[config.mk]
export PLATFORM = sky130hd
export DESIGN_NAME = uart_xcvr
export DESIGN_NICKNAME = d
export VERILOG_FILES = /design/src/rtl/uart_xcvr_pkg.sv /design/src/rtl/uart_xcvr_tx.sv /design/src/rtl/uart_xcvr_rx.sv /design/src/rtl/uart_xcvr.sv
export SDC_FILE = /design/constraint.sdc
export NUM_CORES = 1
export LEC_CHECK = 0
export ABC_AREA = 1
export BUFFER_PORTS_ARGS = -buffer_cell sky130_fd_sc_hd__buf_2
export CAP_MARGIN = 20
export CORE_UTILIZATION = 45
export CTS_BUF_LIST = sky130_fd_sc_hd__clkbuf_8
export DETAILED_ROUTE_END_ITERATION = 10
export GPL_TIMING_DRIVEN = 0
export PLACE_DENSITY_LB_ADDON = 0.12
export SLEW_MARGIN = 5
export SYNTH_ARGS = -nofsm -noshare
export SYNTH_HDL_FRONTEND = slang
export SYNTH_SLANG_ARGS = --single-unit
[constraint.sdc]
create_clock -name clk -period 2.2 [get_ports clk]
set_input_delay 0.11 -clock clk [delete_from_list [all_inputs] [get_ports clk]]
set_output_delay 0.11 -clock clk [all_outputs]
set_load 0.1 [all_outputs]
[src/rtl/uart_xcvr_pkg.sv]
package uart_xcvr_pkg;

  typedef enum logic [1:0] {TX_IDLE, TX_WAIT, TX_SEND} tx_state_e;
  typedef enum logic [1:0] {RX_IDLE, RX_START, RX_BITS} rx_state_e;

  typedef struct packed {
    logic nine;
    logic par_en;
    logic par_even;
    logic two_stop;
    logic start_lvl;
    logic stop_lvl;
    logic flow_en;
  } uart_cfg_t;

  // ninth slot exists for nine-bit data or for parity
  function automatic logic has_slot(input uart_cfg_t c);
    return c.nine | c.par_en;
  endfunction

  // ones_odd is the xor of the data bits
  function automatic logic parity_bit(input logic ones_odd, input logic even);
    return even ? ones_odd : ~ones_odd;
  endfunction

  // total bits in a frame including the start bit
  function automatic int frame_len(input uart_cfg_t c, input int dw);
    return 1 + dw + int'(has_slot(c)) + (c.two_stop ? 2 : 1);
  endfunction

endpackage

[src/rtl/uart_xcvr_tx.sv]
module uart_xcvr_tx
  import uart_xcvr_pkg::*;
#(
  parameter int DATA_W = 8,
  parameter int OSR    = 16
) (
  input  logic              clk,
  input  logic              rst_n,
  input  logic              tick,
  input  logic              flush,
  input  uart_cfg_t         cfg,
  input  logic              cts,
  input  logic              wr,
  input  logic [DATA_W-1:0] data,
  input  logic              bit9,
  output logic              txd,
  output logic              active,
  output logic              done,
  output logic              frame_end,
  output logic              waiting
);
  localparam int FW = DATA_W + 4;
  localparam int TW = $clog2(OSR);
  localparam int BW = $clog2(FW + 1);

  tx_state_e      st;
  logic [FW-1:0]  sh;
  logic [TW-1:0]  tcnt;
  logic [BW-1:0]  bcnt;
  logic [BW-1:0]  blen;
  logic           bit_end;

  function automatic logic [FW-1:0] build_frame(input uart_cfg_t c,
                                                input logic [DATA_W-1:0] d,
                                                input logic b9);
    logic [FW-1:0] f;
    f = {FW{c.stop_lvl}};
    f[0] = c.start_lvl;
    f[DATA_W:1] = d;
    if (has_slot(c))
      f[DATA_W+1] = c.par_en ? parity_bit(^d, c.par_even) : b9;
    return f;
  endfunction

  assign bit_end   = (st == TX_SEND) && tick && (tcnt == TW'(OSR - 1));
  assign frame_end = bit_end && (bcnt + BW'(1) == blen) && !flush;
  assign waiting   = (st == TX_WAIT);
  assign active    = (st != TX_IDLE);
  assign txd       = (st == TX_SEND) ? sh[0] : cfg.stop_lvl;

  always_ff @(posedge clk or negedge rst_n) begin
    if (!rst_n) begin
      st   <= TX_IDLE;
      sh   <= '0;
      tcnt <= '0;
      bcnt <= '0;
      blen <= '0;
      done <= 1'b0;
    end else if (flush) begin
      st   <= TX_IDLE;
      tcnt <= '0;
      bcnt <= '0;
      done <= 1'b0;
    end else begin
      case (st)
        TX_IDLE: begin
          if (wr) begin
            sh   <= build_frame(cfg, data, bit9);
            blen <= BW'(frame_len(cfg, DATA_W));
            tcnt <= '0;
            bcnt <= '0;
            done <= 1'b0;
            st   <= (cfg.flow_en && !cts) ? TX_WAIT : TX_SEND;
          end
        end
        TX_WAIT: begin
          if (!cfg.flow_en || cts) st <= TX_SEND;
        end
        TX_SEND: begin
          if (tick) begin
            if (bit_end) begin
              tcnt <= '0;
              if (bcnt + BW'(1) == blen) begin
                st   <= TX_IDLE;
                done <= 1'b1;
              end else begin
                bcnt <= bcnt + BW'(1);
                sh   <= sh >> 1;
              end
            end else begin
              tcnt <= tcnt + TW'(1);
            end
          end
        end
        default: st <= TX_IDLE;
      endcase
    end
  end

endmodule

[src/rtl/uart_xcvr_rx.sv]
module uart_xcvr_rx
  import uart_xcvr_pkg::*;
#(
  parameter int DATA_W = 8,
  parameter int OSR    = 16
) (
  input  logic              clk,
  input  logic              rst_n,
  input  logic              tick,
  input  logic              flush,
  input  uart_cfg_t         cfg,
  input  logic              rxd,
  input  logic              rd,
  output logic [DATA_W-1:0] data,
  output logic              bit9,
  output logic              full,
  output logic              ferr,
  output logic              perr,
  output logic              rts,
  output logic              active,
  output logic              frame_end,
  output logic              start_reject
);
  localparam int RW   = DATA_W + 3;
  localparam int TW   = $clog2(OSR);
  localparam int IW   = $clog2(RW + 1);
  localparam int HALF = OSR / 2;

  typedef struct packed {
    logic [DATA_W-1:0] d;
    logic              b9;
    logic              fe;
    logic              pe;
  } rx_word_t;

  rx_state_e     st;
  logic [1:0]    sync;
  logic          line;
  logic [TW-1:0] tcnt;
  logic [IW-1:0] bcnt;
  logic [IW-1:0] blen;
  logic [RW-1:0] rb;
  logic [RW-1:0] rb_nx;
  logic          mid_start;
  logic          bit_mid;
  rx_word_t      word;

  function automatic rx_word_t decode(input uart_cfg_t c, input logic [RW-1:0] b);
    rx_word_t w;
    int s0;
    s0   = DATA_W + int'(has_slot(c));
    w.d  = b[DATA_W-1:0];
    w.b9 = has_slot(c) & b[DATA_W];
    w.fe = (b[s0] != c.stop_lvl) | (c.two_stop & (b[s0+1] != c.stop_lvl));
    w.pe = c.par_en & (b[DATA_W] != parity_bit(^b[DATA_W-1:0], c.par_even));
    return w;
  endfunction

  assign line         = sync[1];
  assign mid_start    = (st == RX_START) && tick && (tcnt == TW'(HALF - 1));
  assign start_reject = mid_start && (line != cfg.start_lvl) && !flush;
  assign bit_mid      = (st == RX_BITS) && tick && (tcnt == TW'(OSR - 1));
  assign frame_end    = bit_mid && (bcnt + IW'(1) == blen) && !flush;
  assign active       = (st != RX_IDLE);
  assign rts          = !(cfg.flow_en && full);

  always_comb begin
    rb_nx       = rb;
    rb_nx[bcnt] = line;
  end

  assign word = decode(cfg, rb_nx);

  always_ff @(posedge clk or negedge rst_n) begin
    if (!rst_n) sync <= {2{1'b1}};
    else        sync <= {sync[0], rxd};
  end

  always_ff @(posedge clk or negedge rst_n) begin
    if (!rst_n) begin
      st   <= RX_IDLE;
      tcnt <= '0;
      bcnt <= '0;
      blen <= '0;
      rb   <= '0;
      data <= '0;
      bit9 <= 1'b0;
      full <= 1'b0;
      ferr <= 1'b0;
      perr <= 1'b0;
    end else if (flush) begin
      st   <= RX_IDLE;
      tcnt <= '0;
      bcnt <= '0;
      full <= 1'b0;
      ferr <= 1'b0;
      perr <= 1'b0;
    end else begin
      if (rd) full <= 1'b0;
      case (st)
        RX_IDLE: begin
          if (tick && line == cfg.start_lvl) begin
            st   <= RX_START;
            tcnt <= '0;
          end
        end
        RX_START: begin
          if (mid_start) begin
            tcnt <= '0;
            bcnt <= '0;
            blen <= IW'(frame_len(cfg, DATA_W) - 1);
            st   <= (line == cfg.start_lvl) ? RX_BITS : RX_IDLE;
          end else if (tick) begin
            tcnt <= tcnt + TW'(1);
          end
        end
        RX_BITS: begin
          if (bit_mid) begin
            tcnt <= '0;
            rb   <= rb_nx;
            bcnt <= bcnt + IW'(1);
            if (frame_end) begin
              st   <= RX_IDLE;
              data <= word.d;
              bit9 <= word.b9;
              ferr <= word.fe;
              perr <= word.pe;
              full <= 1'b1;
            end
          end else if (tick) begin
            tcnt <= tcnt + TW'(1);
          end
        end
        default: st <= RX_IDLE;
      endcase
    end
  end

endmodule

[src/rtl/uart_xcvr.sv]
module uart_xcvr
  import uart_xcvr_pkg::*;
#(
  parameter int DATA_W = 8,
  parameter int OSR    = 16
) (
  input  logic              clk,
  input  logic              rst_n,
  input  logic              tick16,
  input  logic              cfg_nine,
  input  logic              cfg_par_en,
  input  logic              cfg_par_even,
  input  logic              cfg_two_stop,
  input  logic              cfg_start_lvl,
  input  logic              cfg_stop_lvl,
  input  logic              cfg_flow_en,
  input  logic              flush,
  input  logic              tx_wr,
  input  logic [DATA_W-1:0] tx_data,
  input  logic              tx_bit8,
  input  logic              rx_rd,
  output logic [DATA_W-1:0] rx_data,
  output logic              rx_bit8,
  input  logic              rxd,
  output logic              txd,
  input  logic              cts,
  output logic              rts,
  output logic              rx_full,
  output logic              tx_done,
  output logic              busy,
  output logic              frame_err,
  output logic              par_err
);
  uart_cfg_t cfg;
  logic tx_active, rx_active;
  logic tx_frame_end, rx_frame_end, tx_wait, rx_start_reject;

  assign cfg = '{nine: cfg_nine, par_en: cfg_par_en, par_even: cfg_par_even,
                 two_stop: cfg_two_stop, start_lvl: cfg_start_lvl,
                 stop_lvl: cfg_stop_lvl, flow_en: cfg_flow_en};

  uart_xcvr_tx #(.DATA_W(DATA_W), .OSR(OSR)) i_tx (
    .clk(clk), .rst_n(rst_n), .tick(tick16), .flush(flush), .cfg(cfg),
    .cts(cts), .wr(tx_wr), .data(tx_data), .bit9(tx_bit8), .txd(txd),
    .active(tx_active), .done(tx_done), .frame_end(tx_frame_end),
    .waiting(tx_wait)
  );

  uart_xcvr_rx #(.DATA_W(DATA_W), .OSR(OSR)) i_rx (
    .clk(clk), .rst_n(rst_n), .tick(tick16), .flush(flush), .cfg(cfg),
    .rxd(rxd), .rd(rx_rd), .data(rx_data), .bit9(rx_bit8), .full(rx_full),
    .ferr(frame_err), .perr(par_err), .rts(rts), .active(rx_active),
    .frame_end(rx_frame_end), .start_reject(rx_start_reject)
  );

  assign busy = tx_active | rx_active;

endmodule

== Word-level counts from Yosys, hierarchy flattened ==
Cells that the tools add are included.
Operators by class
  $add $sub $neg: 9
  order comparisons: 4
  equal/unequal tests: 27
  muxes and demuxes: 74
  bitwise operators: 9
  reduce and logical (&&, ||, !) cells: 43
Operator list (number)
  $lt A32 B6 Y1 const B: 2
  $mux W4: 16
  $mux W12: 4
  $add A32 B2 Y32 const B: 1
  $mux W1: 28
  $mux W2: 14
  $pmux W12 S2: 1
  $pmux W4 S2: 3
  $reduce_and A3 Y1: 6
  $add A4 B1 Y4 const B: 4
  $reduce_xor A8 Y1: 2
  $ne A3 B2 Y1 const B: 5
  $ne A3 B3 Y1 const B: 5
  $reduce_and A5 Y1: 3
  $logic_and A1 B1 Y1: 12
  $pmux W2 S3: 2
  $pmux W4 S3: 1
  $reduce_bool A2 Y1: 6
  $bwmux W11: 1
  $bmux W1 S4: 2
  $eq A4 B4 Y1: 2
  $eq A4 B4 Y1 const B: 2
  $reduce_and A4 Y1: 2
  $ne A2 B2 Y1 const B: 3
  24 further kinds: 39
Word-level totals
  bits in registers: 66
  bits of input ports: 24
  output and inout port bits: 16

== Logic depth before layout (Yosys ltp) ==
  depth in word-level cells: 15
  depth in mapped cells: 15

== Modules after synthesis ==
From an unflattened synthesis, not the netlist that was laid out.
Second synthesis, totals
  cell total of the unflattened synthesis: 573
  area, all modules: 4206.5 um^2
Modules (own cells, without submodules)
  uart_xcvr_rx: times used 1, cells an instance 334, area each 2394.8 um^2, sequential area each 978.4 um^2
  uart_xcvr_tx: times used 1, cells an instance 236, area each 1800.5 um^2, sequential area each 675.6 um^2
  uart_xcvr: times used 1, cells an instance 3, area each 11.3 um^2, sequential area each 0.0 um^2

== Worst setup path before layout ==
Ideal clock, no wire load.
  path kind: register to output
  start point: reg i_rx.full
  end point: out rts
  data arrival time: 1.716 ns
  data required time: 2.090 ns
  path slack: 0.374 ns
  cell stages (with the launch flop): 2
  path buffers: 0
  path through: dfrtp_1 > nand2_1
Between the ends
  longest elaborated chain between the ends: 2
Ends and longest elaborated chain
  start: declaration: RTL line uart_xcvr_rx.sv:16  | output logic full,
  start signal: assignment: RTL line uart_xcvr_rx.sv:88  | full <= 1'b0;
  start signal: assignment: RTL line uart_xcvr_rx.sv:95  | full <= 1'b0;
  start signal: assignment: RTL line uart_xcvr_rx.sv:99  | if (rd) full <= 1'b0;
  $logic_and A1 B1 Y1: RTL line uart_xcvr_rx.sv:65  | assign rts = !(cfg.flow_en && full);
  $logic_not A1 Y1: RTL line uart_xcvr_rx.sv:65
  end: declaration: RTL line uart_xcvr.sv:27  | output logic rts,
No other way between the ends.

== Final worst setup path ==
  start point: reg i_rx.st[0]
  end point: reg i_rx.ferr
Between the ends
  longest elaborated chain between the ends: 7
  elaborated cells between the ends (all ways): 9
Ends and longest elaborated chain
  start: declaration: RTL line uart_xcvr_rx.sv:36  | rx_state_e st;
  start signal: assignment: RTL line uart_xcvr_rx.sv:112  | st <= (line == cfg.start_lvl) ? RX_BITS : RX_IDLE;
  $eq A2 B2 Y1 (*): RTL line uart_xcvr_rx.sv:62, uart_xcvr_rx.sv:100
  $logic_and A1 B1 Y1 (2 in series): RTL line uart_xcvr_rx.sv:62  | assign bit_mid = (st == RX_BITS) && tick && (tcnt == TW'(OSR - 1));
  $logic_and A1 B1 Y1 (2 in series): RTL line uart_xcvr_rx.sv:63  | assign frame_end = bit_mid && (bcnt + IW'(1) == blen) && !flush;
  $reduce_bool A2 Y1 (no line)
  $reduce_and A3 Y1 (no line) (*)
  end signal: assignment: RTL line uart_xcvr_rx.sv:126  | ferr <= word.fe;
  end: declaration: RTL line uart_xcvr_rx.sv:17  | output logic ferr,
Mark *: on every way between the ends. The rest lies on a longest branch, timed or not.
A chain may end at the register's enable or synchronous reset.

==> results.md <==
* Total GRT Usage at 21.4%
* Register bit count reported by yosys at 65
* Max Cap Violations at 0
* Multi-input logic area at 0.00196 sq mm
* First-pass GRT wire length at about 15 mm
* Net Count, Synth at 564
* Detailed Routing Iterations Pass 1 at 5
* WP data arrival at about 2.4 ns
* Period minus WS final at around 2.1 ns
* Antenna violations before repair at 0
* Filler cells at a little over 800
* Clk pwr share at 28.9%
* Slew @ Worst Pin at approximately 0.54 ns
* Die height at around 95 microns
* IO Port Bufs at 38
* Initial DRC count at 187
* Storage element area at 0.00163 sq mm
* Commonest non-fill, non-tap cell in the layout: nand2_1
* Core area at 0.00834 sq mm
* Netlist cell types at 39
* Final Hold Viols at 0
* I/O pins at 40
* Placer congestion estimate at 0.870
* Die area at just over 0.009 sq mm
* Commonest cells after routing, fill and taps aside: nand2_1 (170), inv_1 (68), dfrtp_1 (62)
* Setup CP Type: reg -> reg
* Core Rows at 33
* Max-slew violation count at 0
* PwrDens at ~880 mW/mm^2
* Vias/cell at about 5
* Fmax at between 400 and 500 MHz
* Average size of a mapped cell at between 7 and 8 sq um
* Post-DP HPWL at 6.43 mm
* Worst Hold Class: in -> reg
* Final wirelength at 8.80 mm
* Leakage at between 2 and 2.5 nW
* Root buf cell: clkbuf_8
* Worst-Skew Late Latency at around 0.34 ns
* Post-synth top area cell: dfrtp_1
* Vias at 3,445
* Combinational power share at between 30 and 40%
* ANT nets after route at 0
* Rel. slew slack at 64.1%
* Top cells by area, synth: dfrtp_1 (40%), nand2_1 (16%), inv_1 (6.3%)
* Layout cells sized above 1 at 16.0%
* Int Power at 2.55 mW
* Vias in the first global route at between 3,000 and 4,000
* Clock skew at 0.00768 ns
* Clock sink count at 65
* Final nets at 616
* Clock transition at path regs at roughly 0.070 ns
* Critical Path End Type: flop
* Detailed-route wire length per cell at 12.8 microns
* YS warnings at 0
* Mapped Area at between 0.003 and 0.004 sq mm
* Post-route setup TNS at 0 ns
* Post-synth top area share at 40.2%
* Fin crit share at 94.3%
* Worst-path fanout max at 10
* Net Sw Frac at a little under two fifths
* CTS Buf Count at 9
* Final setup fails at 0
* Required time of the worst setup path at approximately 2.5 ns
* Clock tree buffer depth at 2
* Peak VDD IR at ~0.55 mV
* GR Overflow Total at 0
* Die width at between 90 and 100 microns
* Status: complete, no violations
* Switching pwr at around 1.5 mW
* Placed instance area at around 0.0043 sq mm
* N_diodes at 0
* Synth Instances at ~530
* DRC viols at 0
* Post-CTS Setup Inserts at 0
* H-tree Lvls at 3
* Startpoint class of the critical path: flop
* P&R area growth vs syn at 16.0%
* Initial Util at between 40% and 50%
* Largest net degree at the start of global routing at 66
* CTS tree: yes
* Sequential group share of total power at 37.9%
* Final Cell Area at approximately 0.0045 sq mm
* Register area share after synthesis at between 40% and 50%
-- final timing paths --
| check | to | cells after the start | from | slack (ns) |
|---|---|---|---|---|
| max in group asynchronous | i_rx.sync[0]$_DFF_PN1_ | 3 | rst_n | 1.57 |
| min in group asynchronous | i_tx.bcnt[2]$_DFFE_PN0P_ | 3 | rst_n | 0.31 |
| setup reg to reg | i_rx.ferr$_DFFE_PN0P_ | 11 | i_rx.st[0]$_DFFE_PN0P_ | 0.13 |
| hold reg to reg | i_rx.sync[1]$_DFF_PN1_ | 0 | i_rx.sync[0]$_DFF_PN1_ | 0.36 |
| hold / removal | i_rx.perr$_DFFE_PN0P_ | 5 | cfg_par_en | 0.14 |
| setup / recovery | i_rx.ferr$_DFFE_PN0P_ | 11 | i_rx.st[0]$_DFFE_PN0P_ | 0.13 |
-- sequential cells by signal, summed over array words and instances (netlist names) --
signal     flops
i_tx.sh       12
i_rx.rb       11
i_rx.data      8
i_rx.bcnt      4
i_rx.tcnt      4
i_tx.bcnt      4
i_tx.blen      4
i_tx.tcnt      4
i_rx.blen      3
i_rx.st        2
i_rx.sync      2
i_tx.st        2
i_rx.bit9      1
i_rx.ferr      1
i_rx.full      1
i_rx.perr      1
i_tx.done      1
-- synth_stat cells --
master	number
nor3_1	2
nor2_4	3
nand3b_1	1
nand2_2	1
a21oi_2	7
o311ai_0	1
o21ai_1	6
a32o_1	2
o21bai_1	1
o21ai_2	2
ha_1	15
nand4_1	4
a32oi_1	1
clkbuf_1	5
o211ai_1	3
nor3_2	1
nor4_1	1
a31o_2	1
xnor2_1	9
nor2_2	3
xor2_1	7
buf_6	3
or2_1	1
nand3_2	1
a21oi_1	10
nand3_1	43
inv_2	3
nand2b_1	1
nand2_1	170
o31ai_1	1
inv_1	66
nor2_1	30
mux2_2	2
dfstp_2	2
buf_2	6
o21ai_0	45
nor4_4	1
clkinv_2	1
dfrtp_1	63
-- metal layers --
layer  part of all wire, %  global-route usage (%)
met3                   3.5                    3.27
met4                   1.3                    8.21
met5                     0                       0
met2                    46                    34.8
met1                    49                    28.5
-- cell families after synthesis --
group	synth area share [%]
buf+inv	8.84
mux	0.574
fa+ha+maj	4.79
flops	41.5
simple gates	28.7
compound gates	11.9
xor+xnor	3.57
-- worst max-delay path, cell delays in order, from the launching register on --
cell and delay [ns]:
dfrtp_1 0.40, inv_1 0.11, ha_1 0.18, inv_1 0.09, nor3_4 0.22, nand3_1 0.13
a21oi_2 0.18, nand3_1 0.17, clkbuf_4 0.25, a21oi_1 0.14, nand2_1 0.07, nand2_1 0.06
-- per-stage QoR --
stage                     hold slack, ns  utilization (%)  cells  total power, mW  setup WS (ns)
after floorplan                   -0.186                -    525             2.56          0.374
after global placement             0.218             50.9    668             2.84        0.00209
after detailed placement           0.144             51.2    669             2.87         0.0148
after CTS                          0.125             54.4    688             4.07         0.0540
after global routing               0.159             54.5    687             4.30        -0.0235
final                              0.141             54.5    687             4.02          0.125
-- area by class of cell --
cell class              count  area share (%)
plain buffers              13            1.82
inverters                  70            5.81
clock inverters             4            1.49
flip-flops and latches     65            35.9
well taps                 105            2.89
multi-input cells         376            43.0
clock buffers              12            3.63
repair buffers             42            5.50
-- timing repair --
item                                   CTS  global route
pin swaps                                0             0
endpoints found under the hold margin   65             0
gates resized for setup                  1             7
hold buffers                             3             0
setup endpoints to repair                3            11
-- power by group through the flow --
stage,Sequential (mW),Combinational (mW),Clock [mW]
after global routing,1.55,1.50,1.25
after detailed placement,1.54,1.33,0
after floorplan,1.58,0.985,0
after CTS,1.52,1.34,1.20
final,1.53,1.33,1.16
after global placement,1.54,1.30,0
No activity file was read; power rests on OpenSTA's default activity.
